File: config.mk
export PLATFORM = sky130hd
export DESIGN_NAME = ofb_addr_gen
export DESIGN_NICKNAME = d
export VERILOG_FILES = /design/src/rtl/ofb_pkg.sv /design/src/rtl/ofb_orient.sv /design/src/rtl/ofb_compose.sv /design/src/rtl/ofb_addr_gen.sv
export SDC_FILE = /design/constraint.sdc
export NUM_CORES = 1
export LEC_CHECK = 0
export BUFFER_PORTS_ARGS = -buffer_cell sky130_fd_sc_hd__buf_2
export CAP_MARGIN = 5
export CORE_MARGIN = 3
export CORE_UTILIZATION = 55
export CTS_CLUSTER_SIZE = 30
export DETAILED_ROUTE_END_ITERATION = 16
export GPL_TIMING_DRIVEN = 1
export HOLD_SLACK_MARGIN = 0.03
export MAX_ROUTING_LAYER = met4
export PLACE_DENSITY_LB_ADDON = 0.12
export SYNTH_ARGS = -nofsm -noshare
export SYNTH_HDL_FRONTEND = slang
export SYNTH_SLANG_ARGS = --single-unit
File: constraint.sdc
create_clock -name clk -period 3.8 [get_ports clk]
set_clock_uncertainty 0.05 [all_clocks]
set_input_delay 0.19 -clock clk [delete_from_list [all_inputs] [get_ports clk]]
set_output_delay 0.19 -clock clk [all_outputs]
set_load 0.02 [all_outputs]
File: src/rtl/ofb_pkg.sv
package ofb_pkg;

  typedef enum logic [1:0] {
    PIX8    = 2'b00,
    PIX16   = 2'b01,
    PIX32   = 2'b10,
    PIX_BAD = 2'b11
  } pix_mode_e;

  // log2 of the line length: only the 4-byte mode halves it
  function automatic logic [5:0] lg_width(input logic [1:0] m, input logic [5:0] base);
    return base - {5'd0, (m == PIX32)};
  endfunction

  // log2 of the line count: every mode wider than a byte halves it
  function automatic logic [5:0] lg_height(input logic [1:0] m, input logic [5:0] base);
    return base - {5'd0, (m != PIX8)};
  endfunction

  // distance of a far-edge coordinate from the opposite container edge
  function automatic logic [31:0] reflect(input logic [31:0] v, input logic [5:0] lg);
    return ((32'd1 << lg) - 32'd1) - v;
  endfunction

  // linear pixel index scaled to bytes; the multiply is a shift by a power of two
  function automatic logic [63:0] byte_index(input logic [31:0] major, input logic [31:0] minor,
                                             input logic [5:0] lg_line, input logic [1:0] m);
    logic [63:0] pix;
    pix = ({32'd0, major} << lg_line) + {32'd0, minor};
    return pix << m;
  endfunction

endpackage

File: src/rtl/ofb_orient.sv
module ofb_orient #(
  parameter int CW     = 14,
  parameter int LOG_W8 = 14,
  parameter int LOG_H8 = 13
) (
  input  logic          clk,
  input  logic          rst_n,
  input  logic          in_valid,
  input  logic [1:0]    in_mode,
  input  logic [2:0]    in_syx,
  input  logic [CW-1:0] in_x0,
  input  logic [CW-1:0] in_y0,
  input  logic [CW-1:0] in_x1,
  input  logic [CW-1:0] in_y1,
  output logic          s1_valid,
  output logic          s1_err,
  output logic [2:0]    s1_syx,
  output logic [1:0]    s1_mode,
  output logic [CW-1:0] s1_xo,
  output logic [CW-1:0] s1_yo,
  output logic [CW-1:0] s1_major,
  output logic [CW-1:0] s1_minor,
  output logic [5:0]    s1_shift
);
  import ofb_pkg::*;

  logic [5:0]  lw, lh;
  logic [31:0] w_lim, h_lim, xo_c, yo_c;
  logic        bad_mode, bad_range;

  always_comb begin
    lw        = lg_width(in_mode, 6'(LOG_W8));
    lh        = lg_height(in_mode, 6'(LOG_H8));
    w_lim     = 32'd1 << lw;
    h_lim     = 32'd1 << lh;
    bad_mode  = (in_mode == PIX_BAD);
    bad_range = (in_x1 < in_x0) || (in_y1 < in_y0) ||
                (32'(in_x1) >= w_lim) || (32'(in_y1) >= h_lim);
    xo_c      = in_syx[0] ? reflect(32'(in_x1), lw) : 32'(in_x0);
    yo_c      = in_syx[1] ? reflect(32'(in_y1), lh) : 32'(in_y0);
  end

  always_ff @(posedge clk or negedge rst_n) begin
    if (!rst_n) begin
      s1_valid <= 1'b0;
      s1_err   <= 1'b0;
      s1_syx   <= '0;
      s1_mode  <= '0;
      s1_xo    <= '0;
      s1_yo    <= '0;
      s1_major <= '0;
      s1_minor <= '0;
      s1_shift <= '0;
    end else begin
      s1_valid <= in_valid;
      s1_err   <= bad_mode || bad_range;
      s1_syx   <= in_syx;
      s1_mode  <= in_mode;
      s1_xo    <= xo_c[CW-1:0];
      s1_yo    <= yo_c[CW-1:0];
      // transpose picks which coordinate is scaled by the line length
      s1_major <= in_syx[2] ? xo_c[CW-1:0] : yo_c[CW-1:0];
      s1_minor <= in_syx[2] ? yo_c[CW-1:0] : xo_c[CW-1:0];
      s1_shift <= in_syx[2] ? lh : lw;
    end
  end

  // the unsupported mode is flagged one stage later
  p_bad_mode_r8: assert property (@(posedge clk) disable iff (!rst_n)
    (in_valid && in_mode == 2'b11) |=> (s1_valid && s1_err));

  // reversed corners are flagged one stage later
  p_reversed_r9: assert property (@(posedge clk) disable iff (!rst_n)
    (in_valid && (in_x1 < in_x0 || in_y1 < in_y0)) |=> s1_err);

endmodule

File: src/rtl/ofb_compose.sv
module ofb_compose #(
  parameter int CW    = 14,
  parameter int OFS_W = 29
) (
  input  logic             clk,
  input  logic             rst_n,
  input  logic             s1_valid,
  input  logic             s1_err,
  input  logic [2:0]       s1_syx,
  input  logic [1:0]       s1_mode,
  input  logic [CW-1:0]    s1_xo,
  input  logic [CW-1:0]    s1_yo,
  input  logic [CW-1:0]    s1_major,
  input  logic [CW-1:0]    s1_minor,
  input  logic [5:0]       s1_shift,
  output logic             out_valid,
  output logic             out_err,
  output logic [CW-1:0]    out_x,
  output logic [CW-1:0]    out_y,
  output logic [OFS_W-1:0] out_offset,
  output logic [OFS_W+3:0] out_addr
);
  import ofb_pkg::*;

  localparam int BYTE_W = OFS_W - 2;

  logic [63:0]      bytes;
  logic [OFS_W-1:0] ofs_c;
  logic             byte_fits;

  always_comb begin
    bytes     = byte_index(32'(s1_major), 32'(s1_minor), s1_shift, s1_mode);
    ofs_c     = {s1_mode, bytes[BYTE_W-1:0]};
    byte_fits = (bytes >> BYTE_W) == 64'd0;
  end

  always_ff @(posedge clk or negedge rst_n) begin
    if (!rst_n) begin
      out_valid  <= 1'b0;
      out_err    <= 1'b0;
      out_x      <= '0;
      out_y      <= '0;
      out_offset <= '0;
      out_addr   <= '0;
    end else begin
      out_valid  <= s1_valid && !s1_err;
      out_err    <= s1_valid && s1_err;
      out_x      <= s1_syx[2] ? s1_yo : s1_xo;
      out_y      <= s1_syx[2] ? s1_xo : s1_yo;
      out_offset <= ofs_c;
      out_addr   <= {1'b1, s1_syx, ofs_c};
    end
  end

  // a legal request never spills into the mode bits
  p_byte_fits_r5: assert property (@(posedge clk) disable iff (!rst_n)
    (s1_valid && !s1_err) |-> byte_fits);

  // the view bits reach the full address unchanged
  p_view_bits_r6: assert property (@(posedge clk) disable iff (!rst_n)
    (s1_valid && !s1_err) |=> (out_addr[OFS_W+2:OFS_W] == $past(s1_syx)));

endmodule

File: src/rtl/ofb_addr_gen.sv
module ofb_addr_gen #(
  parameter int CW     = 14,
  parameter int LOG_W8 = 14,
  parameter int LOG_H8 = 13,
  parameter int OFS_W  = 29
) (
  input  logic             clk,
  input  logic             rst_n,
  input  logic             in_valid,
  input  logic [1:0]       in_mode,
  input  logic [2:0]       in_syx,
  input  logic [CW-1:0]    in_x0,
  input  logic [CW-1:0]    in_y0,
  input  logic [CW-1:0]    in_x1,
  input  logic [CW-1:0]    in_y1,
  output logic             out_valid,
  output logic             out_err,
  output logic [CW-1:0]    out_x,
  output logic [CW-1:0]    out_y,
  output logic [OFS_W-1:0] out_offset,
  output logic [OFS_W+3:0] out_addr
);

  logic          s1_valid, s1_err;
  logic [2:0]    s1_syx;
  logic [1:0]    s1_mode;
  logic [CW-1:0] s1_xo, s1_yo, s1_major, s1_minor;
  logic [5:0]    s1_shift;

  ofb_orient #(.CW(CW), .LOG_W8(LOG_W8), .LOG_H8(LOG_H8)) u_orient (
    .clk(clk), .rst_n(rst_n), .in_valid(in_valid), .in_mode(in_mode), .in_syx(in_syx),
    .in_x0(in_x0), .in_y0(in_y0), .in_x1(in_x1), .in_y1(in_y1),
    .s1_valid(s1_valid), .s1_err(s1_err), .s1_syx(s1_syx), .s1_mode(s1_mode),
    .s1_xo(s1_xo), .s1_yo(s1_yo), .s1_major(s1_major), .s1_minor(s1_minor),
    .s1_shift(s1_shift)
  );

  ofb_compose #(.CW(CW), .OFS_W(OFS_W)) u_compose (
    .clk(clk), .rst_n(rst_n), .s1_valid(s1_valid), .s1_err(s1_err), .s1_syx(s1_syx),
    .s1_mode(s1_mode), .s1_xo(s1_xo), .s1_yo(s1_yo), .s1_major(s1_major),
    .s1_minor(s1_minor), .s1_shift(s1_shift),
    .out_valid(out_valid), .out_err(out_err), .out_x(out_x), .out_y(out_y),
    .out_offset(out_offset), .out_addr(out_addr)
  );

  // a request ends in a result or a rejection, never both
  p_one_outcome_r8: assert property (@(posedge clk) disable iff (!rst_n)
    !(out_valid && out_err));

  // every request surfaces exactly two cycles later
  p_latency_r10: assert property (@(posedge clk) disable iff (!rst_n)
    (out_valid || out_err) == $past(in_valid, 2));

  // a result always carries the marker bit and its own offset
  p_marker_r6: assert property (@(posedge clk) disable iff (!rst_n)
    out_valid |-> (out_addr[OFS_W+3] && out_addr[OFS_W-1:0] == out_offset));

  // a result is aligned to its pixel size and never reports mode 11
  p_align_r5: assert property (@(posedge clk) disable iff (!rst_n)
    out_valid |-> (out_offset[OFS_W-1:OFS_W-2] != 2'b11 &&
                   (out_offset[1:0] & ((2'b01 << out_offset[OFS_W-1:OFS_W-2]) - 2'b01)) == 2'b00));

endmodule

# Yosys cells after proc, flatten, opt, wreduce, memory -nomap -nowiden

Cells that the tools add are included.

Register bits after elaboration: 161
Word-level logic and storage cells: 47

Add/subtract/negate cells: 7
Order comparisons: 4
Equality and inequality tests: 2
Shift-type cells: 4
Mux-type cells: 7
Reductions and logical operators: 8

Operator list:

| kind                                               | number |
|---|---|
| 2-to-1 mux 14 bit                                  | 6 |
| adder 64 x 14 -> 64 bit                            | 1 |
| greater-or-equal comparator 14 x 32 -> 1 bit       | 2 |
| << shifter 1 x 6 -> 32 bit, first input constant   | 2 |
| << shifter 14 x 6 -> 64 bit                        | 1 |
| << shifter 64 x 2 -> 27 bit                        | 1 |
| < comparator 14 bit                                | 2 |
| subtractor 14 x 1 -> 14 bit, second input constant | 2 |
| subtractor 14 bit                                  | 2 |
| subtractor 4 x 1 -> 5 bit, first input constant    | 2 |
| 2-to-1 mux 6 bit                                   | 1 |
| equality test 2 bit, second input constant         | 2 |
| logical OR 1 bit                                   | 4 |
| logical AND 1 bit                                  | 2 |
| nonzero test 2 bit                                 | 1 |
| zero test 1 bit                                    | 1 |

# Depth between registers and ports, before layout

Depth in word-level cells: 7
Depth in mapped cells: 16

# Cells and area by module

Synthesis repeated with hierarchy kept, for this count alone.

Cells, all modules: 805
Area total of the unflattened synthesis: 8051.5 µm²

By module, submodules not included:

| module      | instances | cells an instance | area an instance (µm²) |
|---|---|---|---|
| ofb_compose | 1         | 513               | 4918.5 |
| ofb_orient  | 1         | 292               | 3133.0 |

# Least setup slack after synthesis

Ideal clock, no wire load.

Path kind: reg2reg
Start: register u_orient.s1_shift[1]
End: register u_compose.out_addr[23]
Arrival: 3.213 ns
Slack: 0.400 ns
Stages on the path, launching flop included: 14
Path buffers: 2
Cell sequence: dfrtp_1 -> buf_6 -> buf_6 -> mux2_2 -> o21ai_0 -> o22ai_1 -> ha_1 -> and3_1 -> a311o_1 -> o21ai_2 -> nor3_2 -> xnor2_1 -> a21oi_1 -> o22ai_1

Longest elaborated chain between the ends: 3

Ends and longest elaborated chain:

| element                     | line              | RTL |
|---|---|---|
| start, declared             | ofb_orient.sv:23  | `output logic [5:0] s1_shift` |
| start signal, assigned      | ofb_orient.sv:64  | `s1_shift <= in_syx[2] ? lh : lw;` |
| << shifter 14 x 6 -> 64 bit | ofb_pkg.sv:29     | `pix = ({32'd0, major} << lg_line) + {32'd0, minor};` |
| adder 64 x 14 -> 64 bit     | ofb_pkg.sv:29     |  |
| << shifter 64 x 2 -> 27 bit | ofb_pkg.sv:30     | `return pix << m;` |
| net u_compose.bytes[23]     | ofb_compose.sv:27 | `logic [63:0] bytes;` |
| end signal, assigned        | ofb_compose.sv:51 | `out_addr <= {1'b1, s1_syx, ofs_c};` |
| end, declared               | ofb_compose.sv:21 | `output logic [OFS_W+3:0] out_addr` |

The timed path passes the listed nets, and every way through them passes these cells.

# Worst setup path after layout

Start: register u_orient.s1_shift[0]
End: register u_compose.out_addr[26]

Same word-level chain as after synthesis.

==> results.py <==
metrics = {
    "run_status": {
        "status": "finished, final reports clean",
    },
    "clocking": {
        "cts_sinks": 128,
        "ctsHtreeMaxLevel": 4,
        "clk_latency_ns": 0.42,
        "clkTransAtPathRegs_ns": 0.06,
        "clk_path_buf_depth": 2,
        "cts_root_buf": "clkbuf_16",
        "cts_buffers": 17,
        "cts_tree": "yes",
    },
    "logic_synthesis": {
        "synth_warnings": 0,
        "synth_edf_count": 0,
        "ys.flop_type": "dfrtp_1",
        "yosysUniqueCellTypes": 65,
        "ys_ff_latch": 128,
        "syn_area_per_cell_um2": 10.3,
        "syn_nets": 830,
        "synth_area_um2": 7390,
        "synth_async_sr_flop_share": 1.00,
        "yosysTopAreaCell": "dfrtp_1",
        "ys_top_cells_by_area": "dfrtp_1 (43%), ha_1 (7.4%), mux2i_1 (7.2%)",
        "synth.top_cell.area_share": 0.433,
        "syn-instance-count": 721,
        "yosysSeqAreaShare": 0.433,
    },
    "global_routing": {
        "grtUsageMet1": 0.317,
        "overflow": 0,
        "grt_pass1_vias": 5774,
        "groute.usage.overall": 0.259,
        "grt_start_max_net_pins": 83,
        "use_met3": 0.0501,
        "use_met2": 0.430,
        "grt-busiest-layer": "met2",
        "antenna_found_initial": 0,
        "grt_first_pass_wirelength_mm": 29.0,
    },
    "timing": {
        "max_slew_margin": 0.341,
        "finalWorstSetupSlack_ns": 0.227,
        "finalMaxSlewViolations": 0,
        "worst_slew_pin_slew_ns": 0.989,
        "fmax_ghz": 0.280,
        "period_share": 0.940,
        "holdWs_ns": 0.0460,
        "rsz0062_at_grt": "false",
        "hold_violations": 0,
        "fin_tns_setup_ns": 0,
        "post-route-min-period_ns": 3.57,
        "setup_viol": 0,
    },
    "worst_setup_path": {
        "crit_required_ns": 4.08,
        "crit_path_end_kind": "register",
        "crit_arrival_ns": 3.86,
        "cp_max_fo": 9,
        "cp-start-kind": "register",
        "critPathKind": "register to register",
    },
    "placed_design": {
        "place.gp.congestion": 0.895,
        "post-place-ws_ns": 0.0303,
        "io_buffers": 155,
        "placedCellCount": 1009,
        "dp_hpwl_mm": 13.7,
    },
    "floorplan": {
        "initial_core_util": 0.574,
        "ios": 156,
        "row_count": 41,
        "core_um2": 12900,
        "die_w_um": 122,
        "dieHeight_um": 122,
        "dieArea_um2": 14900,
    },
    "detailed_routing": {
        "vias": 5781,
        "route.detailed.drc": 0,
        "firstDrtPassIters": 4,
        "viasPerCell": 5.46,
        "first_iter_violations": 296,
        "ant_nets": 0,
        "wl_mm": 17.8,
        "wl_per_cell_um": 16.8,
    },
    "power_and_ir_drop": {
        "irDropWorstVdd_v": 0.000308,
        "p_per_area_nw_per_um2": 513,
        "leakagePower_nw": 4.51,
    },
    "worst_hold_path": {
        "hp-class": "primary input to register",
    },
    "finish": {
        "nFillCells": 973,
        "final_common_cell": "buf_2",
        "layout-drive-gt1-share": 0.305,
        "final_cells": 1058,
        "finalNetCount": 982,
        "layout_common_cells": "buf_2 (154), dfrtp_1 (127), inv_1 (58), nor2_1 (53), mux2i_1 (52)",
        "n_antenna_cell": 0,
        "area_delta_synth_final_pct": 21.0,
    },
    "run": {
        "maxCapViolations": 0,
    },
}
metal layers:
layer,part of all wire,wire [um]
met2,0.50,8970
met3,0.045,808
met1,0.43,7630
met5,0,0
met4,0.021,378
cells by family (layout without fill, tap and decap cells):
family / count (synthesis) / count (layout) / synth area share
and+or+nand+nor: 157 / 157 / 0.107
AOI/OAI and AO/OA: 153 / 153 / 0.137
DFF: 128 / 128 / 0.433
buffers and inverters: 120 / 285 / 0.0796
muxes: 95 / 95 / 0.139
adders and majority gates: 45 / 45 / 0.0772
xor gates and xnor gates: 22 / 22 / 0.0261
other: 1 / 1 / 0.000507
critical path, stage by stage, from the launching register on:
cell	delay (ns)
dfrtp_1	0.56
buf_4	0.24
mux2i_1	0.10
or3_1	0.36
fa_1	0.45
nor2b_1	0.18
o211ai_1	0.20
a211oi_2	0.27
buf_4	0.16
o21ai_2	0.05
buf_4	0.18
o31ai_1	0.35
mux2i_1	0.16
o22ai_1	0.18
layout make-up:
| cell class | instances | area [um2] | share of cell area |
|---|---|---|---|
| Multi-Input combinational cell | 473 | 3600 | 0.403 |
| Sequential cell | 128 | 3200 | 0.358 |
| Timing Repair Buffer | 192 | 1080 | 0.121 |
| Clock buffer | 18 | 439 | 0.0491 |
| Inverter | 61 | 231 | 0.0259 |
| Tap cell | 172 | 215 | 0.0241 |
| Clock inverter | 14 | 169 | 0.0189 |
synth_stat cells, drive strengths merged (8+ instances only):
master,number
and2,11
xnor2,12
a211oi,13
nand2,35
o21ai,32
xor2,10
nor2,53
nor3,8
inv,60
mux2,40
clkbuf,17
a21oi,45
ha,44
nor2b,8
dfrtp,128
a21o,27
nand2b,9
mux2i,53
buf,42
sequential cells by signal, summed over array words and instances (netlist names):
register	flops
u_orient.s1_shift	3
u_compose.out_x	14
u_compose.out_err	1
u_orient.s1_yo	14
u_orient.s1_syx	3
u_compose.out_y	14
u_orient.s1_mode	2
u_orient.s1_xo	14
u_orient.s1_err	1
u_compose.out_addr	32
u_orient.s1_minor	14
u_orient.s1_major	14
u_compose.out_valid	1
u_orient.s1_valid	1
repair_timing:
action                     CTS  global route
setup buffers                0             5
hold endpoints to repair    92             0
hold buffers                12             0
pin swaps                    0             1
setup endpoints to repair    1            14
cloned                       0             0
resized for setup            1             3
where the power goes:
| group | internal, mW | leakage, nW | switching (mW) |
|---|---|---|---|
| registers | 1.53 | 1.50 | 0.0914 |
| clock network | 1.00 | 0.296 | 0.640 |
| logic | 0.508 | 2.71 | 0.812 |
| total | 3.04 | 4.51 | 1.54 |
final timing paths:
| path | from | end | slack (ns) | cells after the start |
|---|---|---|---|---|
| setup reg to reg | u_orient.s1_shift[0] | u_compose.out_addr[26] | 0.23 | 13 |
| hold / removal | in_x0[0] | u_orient.s1_xo[0] | 0.05 | 3 |
| setup / recovery | u_orient.s1_shift[0] | u_compose.out_addr[26] | 0.23 | 13 |
| min in group asynchronous | rst_n | u_compose.out_addr[6] | 0.42 | 2 |
| max in group asynchronous | rst_n | u_compose.out_y[2] | 2.40 | 3 |
| hold reg to reg | u_orient.s1_syx[0] | u_compose.out_addr[29] | 0.31 | 0 |
stage by stage:
step	utilization	instance area (um2)	power, mW
2_1_floorplan	-	7390	2.59
3_3_place_gp	0.635	8180	2.92
3_5_place_dp	0.635	8180	2.94
4_1_cts	0.692	8900	4.61
5_1_grt	0.695	8950	4.82
6_report	0.695	8950	4.59
Note: power is estimated with default switching activity, not from simulation.
